==> src/rtl/pwm_lock_pkg.sv <==
package pwm_lock_pkg;

  // control word bit positions (decoded by software, so positions are fixed)
  localparam int CB_ENABLE  = 0;
  localparam int CB_CONT    = 1;
  localparam int CB_ACT_HI  = 3;
  localparam int CB_IDLE_HI = 4;
  localparam int CB_ALIGN   = 5;
  localparam int CB_LOCK    = 6;
  localparam int CB_LOWPWR  = 8;

  typedef enum logic [1:0] {
    SEL_CTRL   = 2'd0,
    SEL_PERIOD = 2'd1,
    SEL_DUTY   = 2'd2,
    SEL_NONE   = 2'd3
  } reg_sel_e;

  // decoded view of the shadow control word
  typedef struct packed {
    logic enable;
    logic cont;
    logic act_hi;
    logic idle_hi;
    logic align;
    logic lock;
    logic lowpwr;
  } ctrl_view_t;

  // fields the waveform generator actually uses
  typedef struct packed {
    logic run;
    logic act_hi;
    logic idle_hi;
  } wave_mode_t;

endpackage

==> src/rtl/pwm_tick_gen.sv <==
module pwm_tick_gen #(
  parameter int DIV = 2
) (
  input  logic clk,
  input  logic rst,
  output logic tick
);
  localparam int PW = (DIV > 1) ? $clog2(DIV) : 1;
  localparam logic [PW-1:0] LAST = PW'(DIV - 1);

  generate
    if (DIV > 1) begin : g_div
      logic [PW-1:0] pcnt;
      always_ff @(posedge clk) begin
        if (rst) begin
          pcnt <= '0;
        end else if (pcnt == LAST) begin
          pcnt <= '0;
        end else begin
          pcnt <= pcnt + PW'(1);
        end
      end
      assign tick = (pcnt == LAST);
    end else begin : g_nodiv
      assign tick = 1'b1;
    end
  endgenerate
endmodule

==> src/rtl/pwm_shadow_regs.sv <==
module pwm_shadow_regs
  import pwm_lock_pkg::*;
#(
  parameter int W = 32
) (
  input  logic         clk,
  input  logic         rst,
  input  logic         wr_en,
  input  logic [1:0]   addr,
  input  logic [W-1:0] wdata,
  output logic [W-1:0] rdata,
  output ctrl_view_t   sh_ctrl,
  output logic [W-1:0] sh_period,
  output logic [W-1:0] sh_duty
);
  logic [W-1:0] ctrl_q;
  logic [W-1:0] rd_next;

  always_ff @(posedge clk) begin
    if (rst) begin
      ctrl_q    <= '0;
      sh_period <= '0;
      sh_duty   <= '0;
    end else if (wr_en) begin
      case (reg_sel_e'(addr))
        SEL_CTRL:   ctrl_q    <= wdata;
        SEL_PERIOD: sh_period <= wdata;
        SEL_DUTY:   sh_duty   <= wdata;
        default:    ;
      endcase
    end
  end

  always_comb begin
    case (reg_sel_e'(addr))
      SEL_CTRL:   rd_next = ctrl_q;
      SEL_PERIOD: rd_next = sh_period;
      SEL_DUTY:   rd_next = sh_duty;
      default:    rd_next = '0;
    endcase
  end

  always_ff @(posedge clk) begin
    if (rst) rdata <= '0;
    else     rdata <= rd_next;
  end

  assign sh_ctrl.enable  = ctrl_q[CB_ENABLE];
  assign sh_ctrl.cont    = ctrl_q[CB_CONT];
  assign sh_ctrl.act_hi  = ctrl_q[CB_ACT_HI];
  assign sh_ctrl.idle_hi = ctrl_q[CB_IDLE_HI];
  assign sh_ctrl.align   = ctrl_q[CB_ALIGN];
  assign sh_ctrl.lock    = ctrl_q[CB_LOCK];
  assign sh_ctrl.lowpwr  = ctrl_q[CB_LOWPWR];
endmodule

==> src/rtl/pwm_commit.sv <==
module pwm_commit
  import pwm_lock_pkg::*;
#(
  parameter int W = 32
) (
  input  logic         clk,
  input  logic         rst,
  input  logic         tick,
  input  logic         boundary,
  input  ctrl_view_t   sh_ctrl,
  input  logic [W-1:0] sh_period,
  input  logic [W-1:0] sh_duty,
  output logic         commit,
  output logic [W-1:0] act_period,
  output logic [W-1:0] act_duty,
  output wave_mode_t   act_mode
);
  wave_mode_t next_mode;

  assign next_mode.run     = sh_ctrl.enable & sh_ctrl.cont &
                             ~sh_ctrl.align & ~sh_ctrl.lowpwr;
  assign next_mode.act_hi  = sh_ctrl.act_hi;
  assign next_mode.idle_hi = sh_ctrl.idle_hi;

  assign commit = tick & boundary & ~sh_ctrl.lock;

  always_ff @(posedge clk) begin
    if (rst) begin
      act_period <= '0;
      act_duty   <= '0;
      act_mode   <= '0;
    end else if (commit) begin
      act_period <= sh_period;
      act_duty   <= sh_duty;
      act_mode   <= next_mode;
    end
  end
endmodule

==> src/rtl/pwm_wavegen.sv <==
module pwm_wavegen
  import pwm_lock_pkg::*;
#(
  parameter int W = 32
) (
  input  logic         clk,
  input  logic         rst,
  input  logic         tick,
  input  logic [W-1:0] act_period,
  input  logic [W-1:0] act_duty,
  input  wave_mode_t   act_mode,
  output logic         boundary,
  output logic         pwm_out
);
  logic [W-1:0] cnt;
  logic         per_zero;
  logic         level;

  assign per_zero = (act_period == '0);
  assign boundary = ~act_mode.run | per_zero | (cnt >= act_period - W'(1));

  always_ff @(posedge clk) begin
    if (rst) begin
      cnt <= '0;
    end else if (tick) begin
      cnt <= boundary ? '0 : cnt + W'(1);
    end
  end

  always_comb begin
    if (act_mode.run && !per_zero)
      level = (cnt < act_duty) ? act_mode.act_hi : act_mode.idle_hi;
    else
      level = act_mode.idle_hi;
  end

  always_ff @(posedge clk) begin
    if (rst) pwm_out <= 1'b0;
    else     pwm_out <= level;
  end
endmodule

==> src/rtl/pwm_lock_chan.sv <==
module pwm_lock_chan
  import pwm_lock_pkg::*;
#(
  parameter int DATA_W   = 32,
  parameter int PRESCALE = 2
) (
  input  logic              clk,
  input  logic              rst,
  input  logic              wr_en,
  input  logic [1:0]        addr,
  input  logic [DATA_W-1:0] wdata,
  output logic [DATA_W-1:0] rdata,
  output logic              pwm_out
);
  logic              tick;
  logic              boundary;
  logic              commit;
  ctrl_view_t        sh_ctrl;
  logic [DATA_W-1:0] sh_period;
  logic [DATA_W-1:0] sh_duty;
  logic [DATA_W-1:0] act_period;
  logic [DATA_W-1:0] act_duty;
  wave_mode_t        act_mode;

  pwm_tick_gen #(.DIV(PRESCALE)) tick_i (
    .clk (clk),
    .rst (rst),
    .tick(tick)
  );

  pwm_shadow_regs #(.W(DATA_W)) regs_i (
    .clk      (clk),
    .rst      (rst),
    .wr_en    (wr_en),
    .addr     (addr),
    .wdata    (wdata),
    .rdata    (rdata),
    .sh_ctrl  (sh_ctrl),
    .sh_period(sh_period),
    .sh_duty  (sh_duty)
  );

  pwm_commit #(.W(DATA_W)) commit_i (
    .clk       (clk),
    .rst       (rst),
    .tick      (tick),
    .boundary  (boundary),
    .sh_ctrl   (sh_ctrl),
    .sh_period (sh_period),
    .sh_duty   (sh_duty),
    .commit    (commit),
    .act_period(act_period),
    .act_duty  (act_duty),
    .act_mode  (act_mode)
  );

  pwm_wavegen #(.W(DATA_W)) wave_i (
    .clk       (clk),
    .rst       (rst),
    .tick      (tick),
    .act_period(act_period),
    .act_duty  (act_duty),
    .act_mode  (act_mode),
    .boundary  (boundary),
    .pwm_out   (pwm_out)
  );
endmodule

==> config.mk <==
export PLATFORM = sky130hd
export DESIGN_NAME = pwm_lock_chan
export DESIGN_NICKNAME = d
export VERILOG_FILES = /design/src/rtl/pwm_lock_pkg.sv /design/src/rtl/pwm_tick_gen.sv /design/src/rtl/pwm_shadow_regs.sv /design/src/rtl/pwm_commit.sv /design/src/rtl/pwm_wavegen.sv /design/src/rtl/pwm_lock_chan.sv
export SDC_FILE = /design/constraint.sdc
export NUM_CORES = 1
export LEC_CHECK = 0
export BUFFER_PORTS_ARGS = -buffer_cell sky130_fd_sc_hd__buf_2
export CAP_MARGIN = 20
export CELL_PAD_IN_SITES_DETAIL_PLACEMENT = 1
export CELL_PAD_IN_SITES_GLOBAL_PLACEMENT = 1
export CORE_MARGIN = 8
export CORE_UTILIZATION = 46
export DETAILED_ROUTE_END_ITERATION = 10
export PLACE_DENSITY = 0.76
export SYNTH_ARGS = -nofsm -noshare
export SYNTH_HDL_FRONTEND = slang
export SYNTH_SLANG_ARGS = --single-unit
==> constraint.sdc <==
create_clock -name clk -period 4.38 [get_ports clk]
set_input_delay 0.876 -clock clk [delete_from_list [all_inputs] [get_ports clk]]
set_output_delay 0.876 -clock clk [all_outputs]
set_load 0.01 [all_outputs]
=== Yosys cells after proc, flatten, opt, wreduce, memory -nomap -nowiden ===
Index checks and enable logic that the tools add are counted.

* Register bits: 229
* Input port bits: 37
* Output and inout bits: 33
* Logic and storage cells: 42

* Reduce and logical (&&, ||, !) cells: 8
* $lt $le $gt $ge: 2
* Eq/ne operators: 2
* Add/sub/neg operators: 3
* Muxes and demuxes: 4
* Bitwise logic cells: 11

{| class="wikitable"
|+ Operators by type and width
! kind !! count
|-
| case mux 32 bit (3 select lines) || 1
|-
| adder 32 x 1 -> 32 bit (second input constant) || 1
|-
| >= comparator 32 bit || 1
|-
| logical NOT 32 bit || 1
|-
| less-than comparator 32 bit || 1
|-
| 2-to-1 mux 32 bit || 1
|-
| subtractor 32 x 1 -> 32 bit (second input constant) || 1
|-
| AND reduction 2 bit || 3
|-
| AND 1 bit || 5
|-
| inverter 1 bit || 4
|-
| == test 2 x 1 -> 1 bit (second input constant) || 1
|-
| == test 2 bit (second input constant) || 1
|-
| logical NOT 2 bit || 1
|-
| 2-to-1 mux 1 bit || 2
|-
| bitwise OR 1 bit || 2
|-
| OR reduction 2 bit || 1
|-
| adder 1 bit (second input constant) || 1
|-
| logical AND 1 bit || 1
|-
| logical NOT 1 bit || 1
|}

=== Depth between registers and ports, before layout ===
* Depth in word-level cells: 5
* Gate-level depth with buffers: 18
* Gate-level depth less buffers: 15

=== Hierarchy ===
From an unflattened synthesis, not the netlist that was laid out.

* Cells, all modules: 1225
* Area total of the unflattened synthesis: 11200.7 µm²

{| class="wikitable"
|+ Modules (own cells, without submodules)
! module !! area each (µm²) !! seq. area each (µm²) !! instances !! cells an instance
|-
| pwm_shadow_regs || 5285.1 || 2562.5 || 1 || 467
|-
| pwm_wavegen || 3563.4 || 660.6 || 1 || 464
|-
| pwm_commit || 2328.5 || 1341.3 || 1 || 292
|-
| pwm_tick_gen || 23.8 || 20.0 || 1 || 2
|}

=== Least setup slack after synthesis ===
Ideal clock, no wire load.

* Path type: reg-to-reg
* From: register commit_i.act_period[16]
* To: register commit_i.act_duty[10]
* Period minus slack after synthesis: 4030 ps
* Cell stages (with the launch flop): 17
* Required time: 4261 ps
* Buffers on the path: 2
* Path slack: 350 ps
* Setup time: 119 ps
* Data arrival time: 3911 ps
* Cells stage by stage: dfxtp_1 or4_4 or4_1 or2_1 or2_2 nor4_1 xnor2_1 ha_1 nand4_1 nor4_1 a22oi_1 nand2_1 a2111oi_2 nor2_4 buf_6 buf_8 mux2i_1

* Word-level cells in the longest chain between the ends: 5
* Elaborated cells between the ends (all ways): 7
* Those cells by class: add/sub (1); order compare (1); bitwise (4); reduce/logical (1)

{| class="wikitable"
|+ RTL lines
! element !! line !! source
|-
| start: declaration || pwm_commit.sv:14 || <nowiki>output logic [W-1:0] act_period,</nowiki>
|-
| start signal: assignment || pwm_commit.sv:33 || <nowiki>act_period <= sh_period;</nowiki>
|-
| subtractor 32 x 1 -> 32 bit / logical NOT 32 bit (equally long branches) || pwm_wavegen.sv:20, pwm_wavegen.sv:19 ||
|-
| >= comparator 32 bit / bitwise OR 1 bit (equally long branches) || pwm_wavegen.sv:20 || <nowiki>assign boundary = ~act_mode.run | per_zero | (cnt >= act_period - W'(1));</nowiki>
|-
| bitwise OR 1 bit * || pwm_wavegen.sv:20 ||
|-
| AND 1 bit * (2 in series) || pwm_commit.sv:25 || <nowiki>assign commit = tick & boundary & ~sh_ctrl.lock;</nowiki>
|-
| end signal: assignment || pwm_commit.sv:34 || <nowiki>act_duty <= sh_duty;</nowiki>
|-
| end: declaration || pwm_commit.sv:15 || <nowiki>output logic [W-1:0] act_duty,</nowiki>
|}

Mark *: on every way between the ends. The rest lies on a longest branch, timed or not.
A chain may end at the register's enable or synchronous reset.

=== Final worst setup path ===
* From: register commit_i.act_period[17]
* To: register commit_i.act_period[4]

* Word-level cells in the longest chain between the ends: 5
* Elaborated cells between the ends (all ways): 7
* Those cells by class: add/sub (1); order compare (1); bitwise (4); reduce/logical (1)

{| class="wikitable"
|+ RTL lines
! element !! line
|-
| subtractor 32 x 1 -> 32 bit / logical NOT 32 bit (equally long branches) || pwm_wavegen.sv:20, pwm_wavegen.sv:19
|-
| >= comparator 32 bit / bitwise OR 1 bit (equally long branches) || pwm_wavegen.sv:20
|-
| bitwise OR 1 bit * || pwm_wavegen.sv:20
|-
| AND 1 bit * (2 in series) || pwm_commit.sv:25
|}

Marked as above.

==> impl_metrics.csv <==
group,metric,value,unit
run_status,status,"finished clean",
power_and_ir_drop,switchingPower,1.17,mW
cells_and_area,area_delta_synth_final,14.9,%
placement,gp_congestion,0.793,
worst_setup_path,crit_fanout,12,
yosys,syn_inst,1323,
yosys,ys_seq_area_share,41.2,%
global_routing,track_usage,21.3,%
clock_tree,clockRootBuffer,"clkbuf_16",
power_and_ir_drop,peakVddDrop,260,µV
worst_setup_path,crit_required,4830,ps
power_and_ir_drop,p_clk_share,45.0,%
global_routing,antenna_found_initial,0,
route,route.detailed.drc,0,
clock_tree,clock_latency,530,ps
yosys,synth_compound_area_share,9.19,%
global_routing,overflow,0,
yosys,synth_top_cell_by_area,"dfxtp_1",
min_path,min_path_cells,2,
min_path,holdCritPathClass,"reg -> reg",
min_path,min-delay-start,"regs_i.ctrl_q[15]$_SDFFE_PP0P_",
sta,fin_hold_ws,453,ps
die,core_area,24000,µm²
die,die_h,171,µm
sta,fmax,233,MHz
min_path,holdPathEnd,"regs_i.ctrl_q[15]$_SDFFE_PP0P_",
yosys,synth-edff-count,0,
clock_tree,numCtsBuffers,26,
yosys,synth_top_area_share,41.2,%
sta,setup_viol,0,
sta,post-route-min-period,4280,ps
power_and_ir_drop,power_leakage,5.15,nW
die,die_w,171,µm
worst_setup_path,startpoint,"commit_i.act_period[17]$_SDFFE_PP0P_",
yosys,synth_area_leaders,"dfxtp_1 (41%), mux2i_1 (8.8%), nand2b_1 (7.7%)",
die,rows,57,
yosys,synth_top_family_by_area,"simple AND/OR/NAND/NOR gates",
worst_setup_path,r2r-start,"commit_i.act_period[17]$_SDFFE_PP0P_",
yosys,synth_mux_area_share,8.82,%
clock_tree,clock-sinks,229,
yosys,ys_seq_elements,229,
die,num_io_pins,70,
worst_setup_path,rrSetupSlack,100,ps
yosys,synthXorXnorAreaFrac,4.65,%
sta,tns,0,ps
die,dieArea,29400,µm²
worst_setup_path,r2r-end,"commit_i.act_period[4]$_SDFFE_PP0P_",
clock_tree,cts-htree-levels,1,
sta,drv_slew,0,
flow_run,cap_violations,0,
sta,finalCritPeriodShare,97.8,%
placement,port_buffers,69,
global_routing,grt_max_degree,135,
worst_setup_path,startpoint_type,"register",
power_and_ir_drop,p_comb_share,10.1,%
worst_setup_path,critical_path_class,"reg -> reg",
worst_setup_path,worstPathArrival,4730,ps
yosys,postSynthAreaPerCell,8.41,µm²
power_and_ir_drop,intPower,3.64,mW
clock_tree,clock_path_buffers,3,
placement,dp_hpwl,21300,µm
worst_setup_path,rr_worst_depth,16,
cells_and_area,layout.nets,1476,
yosys,synthAdderAreaFrac,7.31,%
yosys,yosysUniqueCellTypes,51,
route,first_iter_violations,569,
power_and_ir_drop,p_sw_share,24.4,%
route,wire_per_inst,18.3,µm
global_routing,grt_pass1_vias,9385,
yosys,synthArstFlopShare,0,%
clock_tree,tritoncts,"built",
power_and_ir_drop,power_density,376,nW/µm²
yosys,synthFlopType,"dfxtp_1",
route,vias_per_cell,5.31,
cells_and_area,antennaDiodeCount,0,
route,ant_nets,0,
power_and_ir_drop,p_seq_share,44.9,%
sta,hold_viol_final,0,
worst_setup_path,critPathCaptureType,"register",
route,vias,9099,
sta,maxSlewHeadroom,40.8,%
clock_tree,cts.clk_slew.worst_paths,60,ps
die,initial_core_util,46.3,%
yosys,syn-cell-area,11100,µm²
sta,clock_skew,6.32,ps
route,dr.pass1.iters,4,
sta,worst_pin_slew,887,ps
global_routing,grt_pass1_wl,50300,µm
route,wirelength,31400,µm
yosys,synth_nets,1425,
yosys,synth_simple_gate_area_share,24.5,%
cells_and_area,drive_gt1_share,11.4,%
yosys,yosys_warnings,0,
[cells in the mapped netlist (8+ instances only)]
cell type and n:
dfxtp_1 229, nand2_1 224, a21oi_1 152, nand2b_1 137, nor2_1 122, mux2i_1 98, ha_1 65, clkbuf_1 62
inv_1 38, xor2_1 30, xnor2_1 29, nand4_1 18, nand3_1 16, nor3_1 11, o21ai_0 10, a21o_1 8
[state kept, by name, indices dropped and copies added (netlist names)]
signal	cells
commit_i.act_duty	32
commit_i.act_period	32
regs_i.ctrl_q	32
regs_i.rdata	32
regs_i.sh_duty	32
regs_i.sh_period	32
wave_i.cnt	32
commit_i.act_mode	3
tick_i.tick	1
wave_i.pwm_out	1
[area by class of cell]
type	count	area (µm²)
fill	2895	11300
multi-input combinational	982	6150
sequential	229	4590
clock buffer	40	805
timing repair buffer	97	642
tap	324	405
inverter	38	143
clock inverter	4	47.5
[critical path, cell delays in order (launching register included)]
cell and delay (ps):
dfxtp_2 350, or4_4 540, or4_4 440, or2_4 270, or2_4 260, nor4_4 140
xnor2_1 110, ha_1 330, nand4_1 170, nor4_4 340, nor3b_4 260, a2111oi_4 90
buf_4 180, nor2_4 170, buf_4 160, buf_12 150, mux2i_1 220
[power by group through the flow]
stage	Clock, mW	Sequential, mW	Combinational (mW)
floorplan	0	2.20	0.326
global placement	0	2.20	0.447
detailed placement	0	2.21	0.456
CTS	2.21	2.16	0.461
global route	2.29	2.17	0.529
finish	2.16	2.16	0.484
[timing repair]
item,CTS,global route
pin swaps,0,6
hold buffers,0,0
cloned,0,1
setup endpoints to repair,94,97
gates resized for setup,4,12
setup buffers,0,6
[placed cells by master, fill, tap and decap left out, types with 6 or more instances in the layout]
| master | n |
|---|---|
| a21o_1 | 8 |
| xnor2_1 | 29 |
| clkbuf_16 | 28 |
| mux2i_1 | 97 |
| nand4_1 | 18 |
| and3_1 | 6 |
| nor3_1 | 11 |
| dfxtp_1 | 228 |
| buf_2 | 68 |
| o21ai_0 | 10 |
| clkbuf_8 | 8 |
| xor2_1 | 30 |
| nor2_1 | 121 |
| nand2_1 | 224 |
| nand3_1 | 16 |
| a21oi_1 | 152 |
| inv_1 | 38 |
| ha_1 | 65 |
| buf_4 | 22 |
| nand2b_1 | 137 |
[cell families after synthesis]
family                   count (synthesis)
AND/OR/NAND/NOR                        573
flip-flops                             229
AO/OA/AOI/OAI                          187
buffers and inverters                  112
multiplexers                            98
adder cells (fa/ha/maj)                 65
XOR/XNOR                                59
[stage by stage]
step,utilization (%),instances,setup slack (ps),instance area (µm²),power [mW]
finish,53.2,1714,95.1,12800,4.81
detailed placement,49.0,1664,-53.4,11800,2.66
global placement,49.0,1664,154,11800,2.65
global route,53.2,1714,-22.9,12800,4.98
CTS,52.7,1708,5.60,12700,4.83
floorplan,-,1323,350,11100,2.52
[how the worst max path moves through the flow]
stage	to	slack, ps	cells past startpoint
floorplan	commit_i.act_duty[10]$_SDFFE_PP0P_	350	16
global placement	wave_i.cnt[24]$_SDFFE_PP0P_	150	16
detailed placement	commit_i.act_period[26]$_SDFFE_PP0P_	-50	14
CTS	commit_i.act_period[1]$_SDFFE_PP0P_	6	14
global route	commit_i.act_period[1]$_SDFFE_PP0P_	-20	16
finish	commit_i.act_period[4]$_SDFFE_PP0P_	100	16
[routing by layer]
layer | track usage [%] | share of wire [%]
met1 | 29.9 | 49
met2 | 34.3 | 46
met3 | 3.10 | 3.4
met4 | 4.39 | 1.6
met5 | 0 | 0
(Power assumes the default switching activity.)
